===== src/rtl/ebs_pkg.sv =====
package ebs_pkg;
  typedef enum logic [1:0] {
    OP_WRITE = 2'b00,
    OP_READ  = 2'b01,
    OP_STOP  = 2'b10
  } mst_op_e;

  typedef enum logic [2:0] {
    S_IDLE, S_PARAM, S_STOP1, S_OPCODE, S_POLL, S_STOP2, S_DONE
  } seq_state_e;

  localparam logic [7:0] IDX_ARG    = 8'h07;
  localparam logic [7:0] IDX_CMD    = 8'h08;
  localparam logic [7:0] IDX_STAT   = 8'h09;
  localparam logic [7:0] OPC_SWITCH = 8'h7A;
  localparam logic [7:0] ST_SUCCESS = 8'h01;
  localparam logic [7:0] ST_PENDING = 8'h04;
  localparam logic [6:0] ENC_ADDR_A = 7'h38;
  localparam logic [6:0] ENC_ADDR_B = 7'h39;
endpackage


===== src/rtl/ebs_param_gen.sv =====
module ebs_param_gen #(
  parameter int unsigned NUM_CH = 2,
  parameter int unsigned MASK_W = 8
) (
  input  logic              sel_i,
  input  logic [6:0]        addr_i,
  output logic [MASK_W-1:0] mask_o,
  output logic              addr_ok_o
);
  import ebs_pkg::*;

  // bit 0 is the PROM route; DDC channels start at bit 1
  logic [NUM_CH-1:0] ch_hit;
  for (genvar g = 0; g < NUM_CH; g++) begin : g_ch
    assign ch_hit[g] = (g == 0) ? !sel_i : sel_i;
  end

  always_comb begin
    mask_o = '0;
    mask_o[NUM_CH:1] = ch_hit;
  end

  assign addr_ok_o = (addr_i == ENC_ADDR_A) || (addr_i == ENC_ADDR_B);
endmodule


===== src/rtl/ebs_poll_ctr.sv =====
module ebs_poll_ctr #(
  parameter int unsigned MAX_POLLS = 3,
  localparam int unsigned CW = $clog2(MAX_POLLS + 1)
) (
  input  logic clk_i,
  input  logic rst_ni,
  input  logic clr_i,
  input  logic inc_i,
  output logic last_o
);
  logic [CW-1:0] cnt_q;

  always_ff @(posedge clk_i or negedge rst_ni) begin
    if (!rst_ni)     cnt_q <= '0;
    else if (clr_i)  cnt_q <= '0;
    else if (inc_i)  cnt_q <= cnt_q + 1'b1;
  end

  // high while the read now in flight is the final permitted one
  assign last_o = (cnt_q == CW'(MAX_POLLS - 1));
endmodule


===== src/rtl/ebs_ctrl.sv =====
module ebs_ctrl #(
  parameter int unsigned MASK_W = 8
) (
  input  logic              clk_i,
  input  logic              rst_ni,
  input  logic              start_i,
  input  logic [6:0]        addr_i,
  input  logic [MASK_W-1:0] mask_i,
  input  logic              addr_ok_i,
  input  logic              poll_last_i,
  output logic              poll_clr_o,
  output logic              poll_inc_o,
  output logic              mst_req_o,
  output logic [1:0]        mst_op_o,
  output logic [6:0]        mst_addr_o,
  output logic [7:0]        mst_idx_o,
  output logic [7:0]        mst_wdata_o,
  input  logic              mst_ack_i,
  input  logic              mst_nack_i,
  input  logic [7:0]        mst_rdata_i,
  output logic              done_o,
  output logic              ok_o,
  output logic              err_o
);
  import ebs_pkg::*;

  seq_state_e        state_q, state_d;
  logic [6:0]        addr_q;
  logic [MASK_W-1:0] mask_q;
  logic [7:0]        stat_q;
  logic              fail_q, fail_d;
  logic              take;

  assign take = (state_q == S_IDLE) && start_i;

  always_comb begin
    state_d = state_q;
    fail_d  = fail_q;
    unique case (state_q)
      S_IDLE: if (start_i) begin
        fail_d  = !addr_ok_i;
        state_d = addr_ok_i ? S_PARAM : S_DONE;
      end
      S_PARAM: if (mst_ack_i) begin
        fail_d  = mst_nack_i;
        state_d = mst_nack_i ? S_STOP2 : S_STOP1;
      end
      S_STOP1: if (mst_ack_i) state_d = S_OPCODE;
      S_OPCODE: if (mst_ack_i) begin
        fail_d  = mst_nack_i;
        state_d = mst_nack_i ? S_STOP2 : S_POLL;
      end
      S_POLL: if (mst_ack_i) begin
        if (mst_nack_i) begin
          fail_d  = 1'b1;
          state_d = S_STOP2;
        end else if (mst_rdata_i != ST_PENDING || poll_last_i) begin
          state_d = S_STOP2;
        end
      end
      S_STOP2: if (mst_ack_i) state_d = S_DONE;
      S_DONE:  state_d = S_IDLE;
      default: state_d = S_IDLE;
    endcase
  end

  always_ff @(posedge clk_i or negedge rst_ni) begin
    if (!rst_ni) begin
      state_q <= S_IDLE;
      fail_q  <= 1'b0;
      addr_q  <= '0;
      mask_q  <= '0;
      stat_q  <= '0;
    end else begin
      state_q <= state_d;
      fail_q  <= fail_d;
      if (take) begin
        addr_q <= addr_i;
        mask_q <= mask_i;
        stat_q <= '0;
      end else if (state_q == S_POLL && mst_ack_i && !mst_nack_i) begin
        stat_q <= mst_rdata_i;
      end
    end
  end

  assign poll_clr_o = take;
  assign poll_inc_o = (state_q == S_POLL) && mst_ack_i;

  always_comb begin
    mst_req_o   = 1'b1;
    mst_op_o    = OP_WRITE;
    mst_idx_o   = '0;
    mst_wdata_o = '0;
    unique case (state_q)
      S_PARAM: begin
        mst_idx_o   = IDX_ARG;
        mst_wdata_o = 8'(mask_q);
      end
      S_OPCODE: begin
        mst_idx_o   = IDX_CMD;
        mst_wdata_o = OPC_SWITCH;
      end
      S_POLL: begin
        mst_op_o  = OP_READ;
        mst_idx_o = IDX_STAT;
      end
      S_STOP1, S_STOP2: mst_op_o = OP_STOP;
      default: mst_req_o = 1'b0;
    endcase
  end

  assign mst_addr_o = addr_q;
  assign done_o     = (state_q == S_DONE);
  assign ok_o       = done_o && !fail_q && (stat_q == ST_SUCCESS);
  assign err_o      = done_o && !ok_o;
endmodule


===== src/rtl/enc_bus_switch_seq.sv =====
module enc_bus_switch_seq #(
  parameter int unsigned MAX_POLLS = 3,
  parameter int unsigned NUM_CH    = 2,
  localparam int unsigned MASK_W   = 8
) (
  input  logic       clk_i,
  input  logic       rst_ni,
  input  logic       start_i,
  input  logic [6:0] enc_addr_i,
  input  logic       ddc_sel_i,
  output logic       mst_req_o,
  output logic [1:0] mst_op_o,
  output logic [6:0] mst_addr_o,
  output logic [7:0] mst_idx_o,
  output logic [7:0] mst_wdata_o,
  input  logic       mst_ack_i,
  input  logic       mst_nack_i,
  input  logic [7:0] mst_rdata_i,
  output logic       done_o,
  output logic       ok_o,
  output logic       err_o
);
  logic [MASK_W-1:0] mask;
  logic              addr_ok, poll_clr, poll_inc, poll_last;

  ebs_param_gen #(.NUM_CH(NUM_CH), .MASK_W(MASK_W)) u_param (
    .sel_i     (ddc_sel_i),
    .addr_i    (enc_addr_i),
    .mask_o    (mask),
    .addr_ok_o (addr_ok)
  );

  ebs_poll_ctr #(.MAX_POLLS(MAX_POLLS)) u_poll (
    .clk_i  (clk_i),
    .rst_ni (rst_ni),
    .clr_i  (poll_clr),
    .inc_i  (poll_inc),
    .last_o (poll_last)
  );

  ebs_ctrl #(.MASK_W(MASK_W)) u_ctrl (
    .clk_i       (clk_i),
    .rst_ni      (rst_ni),
    .start_i     (start_i),
    .addr_i      (enc_addr_i),
    .mask_i      (mask),
    .addr_ok_i   (addr_ok),
    .poll_last_i (poll_last),
    .poll_clr_o  (poll_clr),
    .poll_inc_o  (poll_inc),
    .mst_req_o   (mst_req_o),
    .mst_op_o    (mst_op_o),
    .mst_addr_o  (mst_addr_o),
    .mst_idx_o   (mst_idx_o),
    .mst_wdata_o (mst_wdata_o),
    .mst_ack_i   (mst_ack_i),
    .mst_nack_i  (mst_nack_i),
    .mst_rdata_i (mst_rdata_i),
    .done_o      (done_o),
    .ok_o        (ok_o),
    .err_o       (err_o)
  );
endmodule


===== config.mk =====
export PLATFORM = sky130hd
export DESIGN_NAME = enc_bus_switch_seq
export DESIGN_NICKNAME = d
export VERILOG_FILES = /design/src/rtl/ebs_pkg.sv /design/src/rtl/ebs_param_gen.sv /design/src/rtl/ebs_poll_ctr.sv /design/src/rtl/ebs_ctrl.sv /design/src/rtl/enc_bus_switch_seq.sv
export SDC_FILE = /design/constraint.sdc
export NUM_CORES = 1
export LEC_CHECK = 0
export ABC_AREA = 1
export BUFFER_PORTS_ARGS = -buffer_cell sky130_fd_sc_hd__clkbuf_2
export CORE_MARGIN = 2
export CORE_UTILIZATION = 56
export DETAILED_ROUTE_END_ITERATION = 7
export GPL_TIMING_DRIVEN = 0
export PLACE_DENSITY = 0.91
export SYNTH_ARGS = -nofsm -noshare
export SYNTH_HDL_FRONTEND = slang
export SYNTH_HIERARCHICAL = 1
export SYNTH_SLANG_ARGS = --single-unit

===== constraint.sdc =====
create_clock -name clk_i -period 2.7 [get_ports clk_i]
set_clock_uncertainty 0.1 [all_clocks]
set_input_delay 0.405 -clock clk_i [delete_from_list [all_inputs] [get_ports clk_i]]
set_output_delay 0.405 -clock clk_i [all_outputs]
set_load 0.05 [all_outputs]

==> out/metrics.cfg <==
[synth]
synth_xor_area_share_pct = 0
synth-compound-area-share_pct = 2.80
yosys.area_share.adder_pct = 0.736
seq_area_frac_synth_pct = 42.7
synth_top_cell_by_area = dfrtp_1
synth_area_um2 = 1700
synthArstFlopShare_pct = 100
synth.top_cell.area_share_pct = 42.7
synth-simple-area-share_pct = 40.7
muxShareOfSynthArea_pct = 0
synthFlopType = dfrtp_1
netlist_instances = 232
synth.area.top_cells = dfrtp_1, nand2_1, nand3_1, buf_4, nor2_1
ys_ff_latch = 29
synth_cell_types = 27
yosysMostFrequentCell = nand2_1
synth_top_family_by_area = simple AND/OR/NAND/NOR gates
synth_enable_flop_cells = 0
synth_top_cells_by_count = nand2_1, dfrtp_1, nand3_1, nor2_1, inv_1
postSynthAreaPerCell_um2 = 7.32
ys_warn_count = 6

[critical_path]
worstPathArrival_ns = 1.81
endpoint_kind = output pin
startpoint = u_ctrl/state_q[2]
rrSetupSlack_ns = 1.15
crit_path_max_incr_delay_ns = 0.36
path_cells = buf_2 > inv_2 > nand2_1 > nor2_2 > inv_1 > nor2_1 > clkbuf_2
crit_fanout = 8
start_kind = register
r2r_start = u_ctrl/state_q[1]
slowest_stage = dfrtp_1
critical_path_class = reg2out
required_ns = 2.19

[sta]
setup_viol = 0
rsz0062_at_grt = false
hold_violations = 0
slew_viol_final = 0
fmax_mhz = 432
fin_setup_tns_ns = 0
max_slew_margin_pct = 52.8
worst_pin_slew_ns = 0.707
fin_crit_ns = 2.31
holdWs_ns = 0.00301
post-route-period-util_pct = 85.7

[run]
max_cap_violations = 0

[pwr]
pwr_density_cell_nw_per_um2 = 1310
p_clk_share_pct = 9.3
p_comb_share_pct = 62.5
seqPwrFrac_pct = 28.2
swShare_pct = 56.0
switching_power_mw = 1.50
power.internal_mw = 1.18
p_leak_nw = 1.26
ir_drop_uv = 746

[final_layout]
nets = 314
post-route-util_pct = 72.4
drive_gt1_share_pct = 29.4
diodes = 0
area_growth_pct = 20.6
stdcell_area_um2 = 2050

[routing]
drt_iter0_drc = 56
wl_um = 3550
via_count = 1604
drc_errors = 0
detail_route.wl_per_cell_um = 11.0
drt_first_pass_iters = 4
ant_nets = 0
vias_per_cell = 4.95

[cts]
insertion_delay_ns = 0.33
cts_buffers = 5
cts_sinks = 29
cts_root_buffer = clkbuf_4
clk_pin_slew_ns = 0.09
clock_path_buffers = 2
cts_tree = built
cts_setup_buffers = 0
htreeDepth = 2
postCtsResizedCells = 0
cts-hold-fix-buffers = 0

[grt]
grt_start_max_net_pins = 30
grt_pass1_wl_um = 6070
grt.overflow.total = 0
antenna_found_initial = 0
grt_pass1_vias = 1461
grt_usage_pct = 23.2

[floorplan]
core_um2 = 2830
io_pins = 50
start_util_pct = 60.1
die_h_um = 59.1
die_area_um2 = 3490
rows = 19
die_w_um = 59.1

[placement]
dp_hpwl_um = 2740
place.gp.congestion = 0.883
port_buffers = 45
post_dp_cell_area_um2 = 2000

[status]
outcome = finished clean

[hold_path]
min_path_type = in2async

[per-layer routing]
| metal | share of wire [%] | track usage, % | vias up |
|---|---|---|---|
| li1 | - | - | 814 |
| met5 | 0 | 0 | - |
| met3 | 6.4 | 6.77 | 8 |
| met1 | 40 | 27.3 | 718 |
| met4 | 2.1 | 10.7 | 0 |
| met2 | 51 | 38.9 | 64 |
[power groups by stage]
stage,Combinational [mW],Clock (mW),Sequential (mW)
final,1.67,0.249,0.754
after global routing,1.84,0.282,0.778
after CTS,1.68,0.255,0.753
after detailed placement,1.68,0,0.758
after global placement,1.64,0,0.755
after floorplan,1.18,0,0.906
[layout make-up]
class / count / area, um2
fill: 246 / 779
inverter: 24 / 90.1
tap: 31 / 38.8
buffer: 17 / 124
multi-input combinational: 170 / 795
clock inverter: 2 / 10.0
clock buffer: 6 / 41.3
sequential: 29 / 726
timing repair buffer: 45 / 225
[logic make-up after synthesis]
family	Yosys count
and+or+nand+nor	150
buffers and inverters	41
DFF	29
AOI/OAI and AO/OA	9
other	2
adders and majority gates	1
[worst paths after layout]
check | endpoint | depth (start not counted)
worst max-delay path | mst_wdata_o[7] | 7
worst min-delay path | u_ctrl/fail_q | 1
worst max register to register | u_poll/cnt_q[0] | 8
worst min register to register | u_ctrl/mst_addr_o[1] | 2
max in group asynchronous | u_ctrl/stat_q[1] | 1
min in group clk_i | u_ctrl/mst_addr_o[0] | 3
[critical path: cells and delay by family (launching register included)]
kind                   cells  cell delay (ns)
and+or+nand+nor            3             0.39
DFF                        1             0.36
buffers and inverters      4             0.72
[per-stage QoR]
stage               std cells  total power [mW]  setup WS (ns)
global placement          316              2.39          0.778
global route              324              2.90          0.224
floorplan                 240              2.09         -0.127
finish                    324              2.68          0.387
detailed placement        316              2.43          0.756
CTS                       324              2.69          0.374
[placed cells by master (no fill, tap or decap)]
master and count:
nand2_1 85, clkbuf_2 45, dfrtp_1 29, nand3_1 27
inv_1 20, nor2_1 19, buf_4 13, conb_1 10
clkbuf_4 5, o21ai_0 5, nor2_2 4, nor2_4 3
buf_2 3, inv_2 3, clkinv_2 2, nand3_2 2
nand2_4 2, nor3_1 2, o21ai_1 2, clkbuf_1 1
buf_6 1, nor4b_1 1, nor2_8 1, a21oi_1 1
nand3b_2 1, nand2_2 1, nand3b_1 1, clkinv_1 1
o211ai_1 1, nand4_1 1, ha_1 1
[flip-flops by register name, summed over array words and instances, names as in the netlist]
signal             count
u_ctrl/mst_addr_o      7
u_poll/cnt_q           2
u_ctrl/mask_q          8
u_ctrl/state_q         3
u_ctrl/fail_q          1
u_ctrl/stat_q          8
Power figures use the tool's default switching activity.
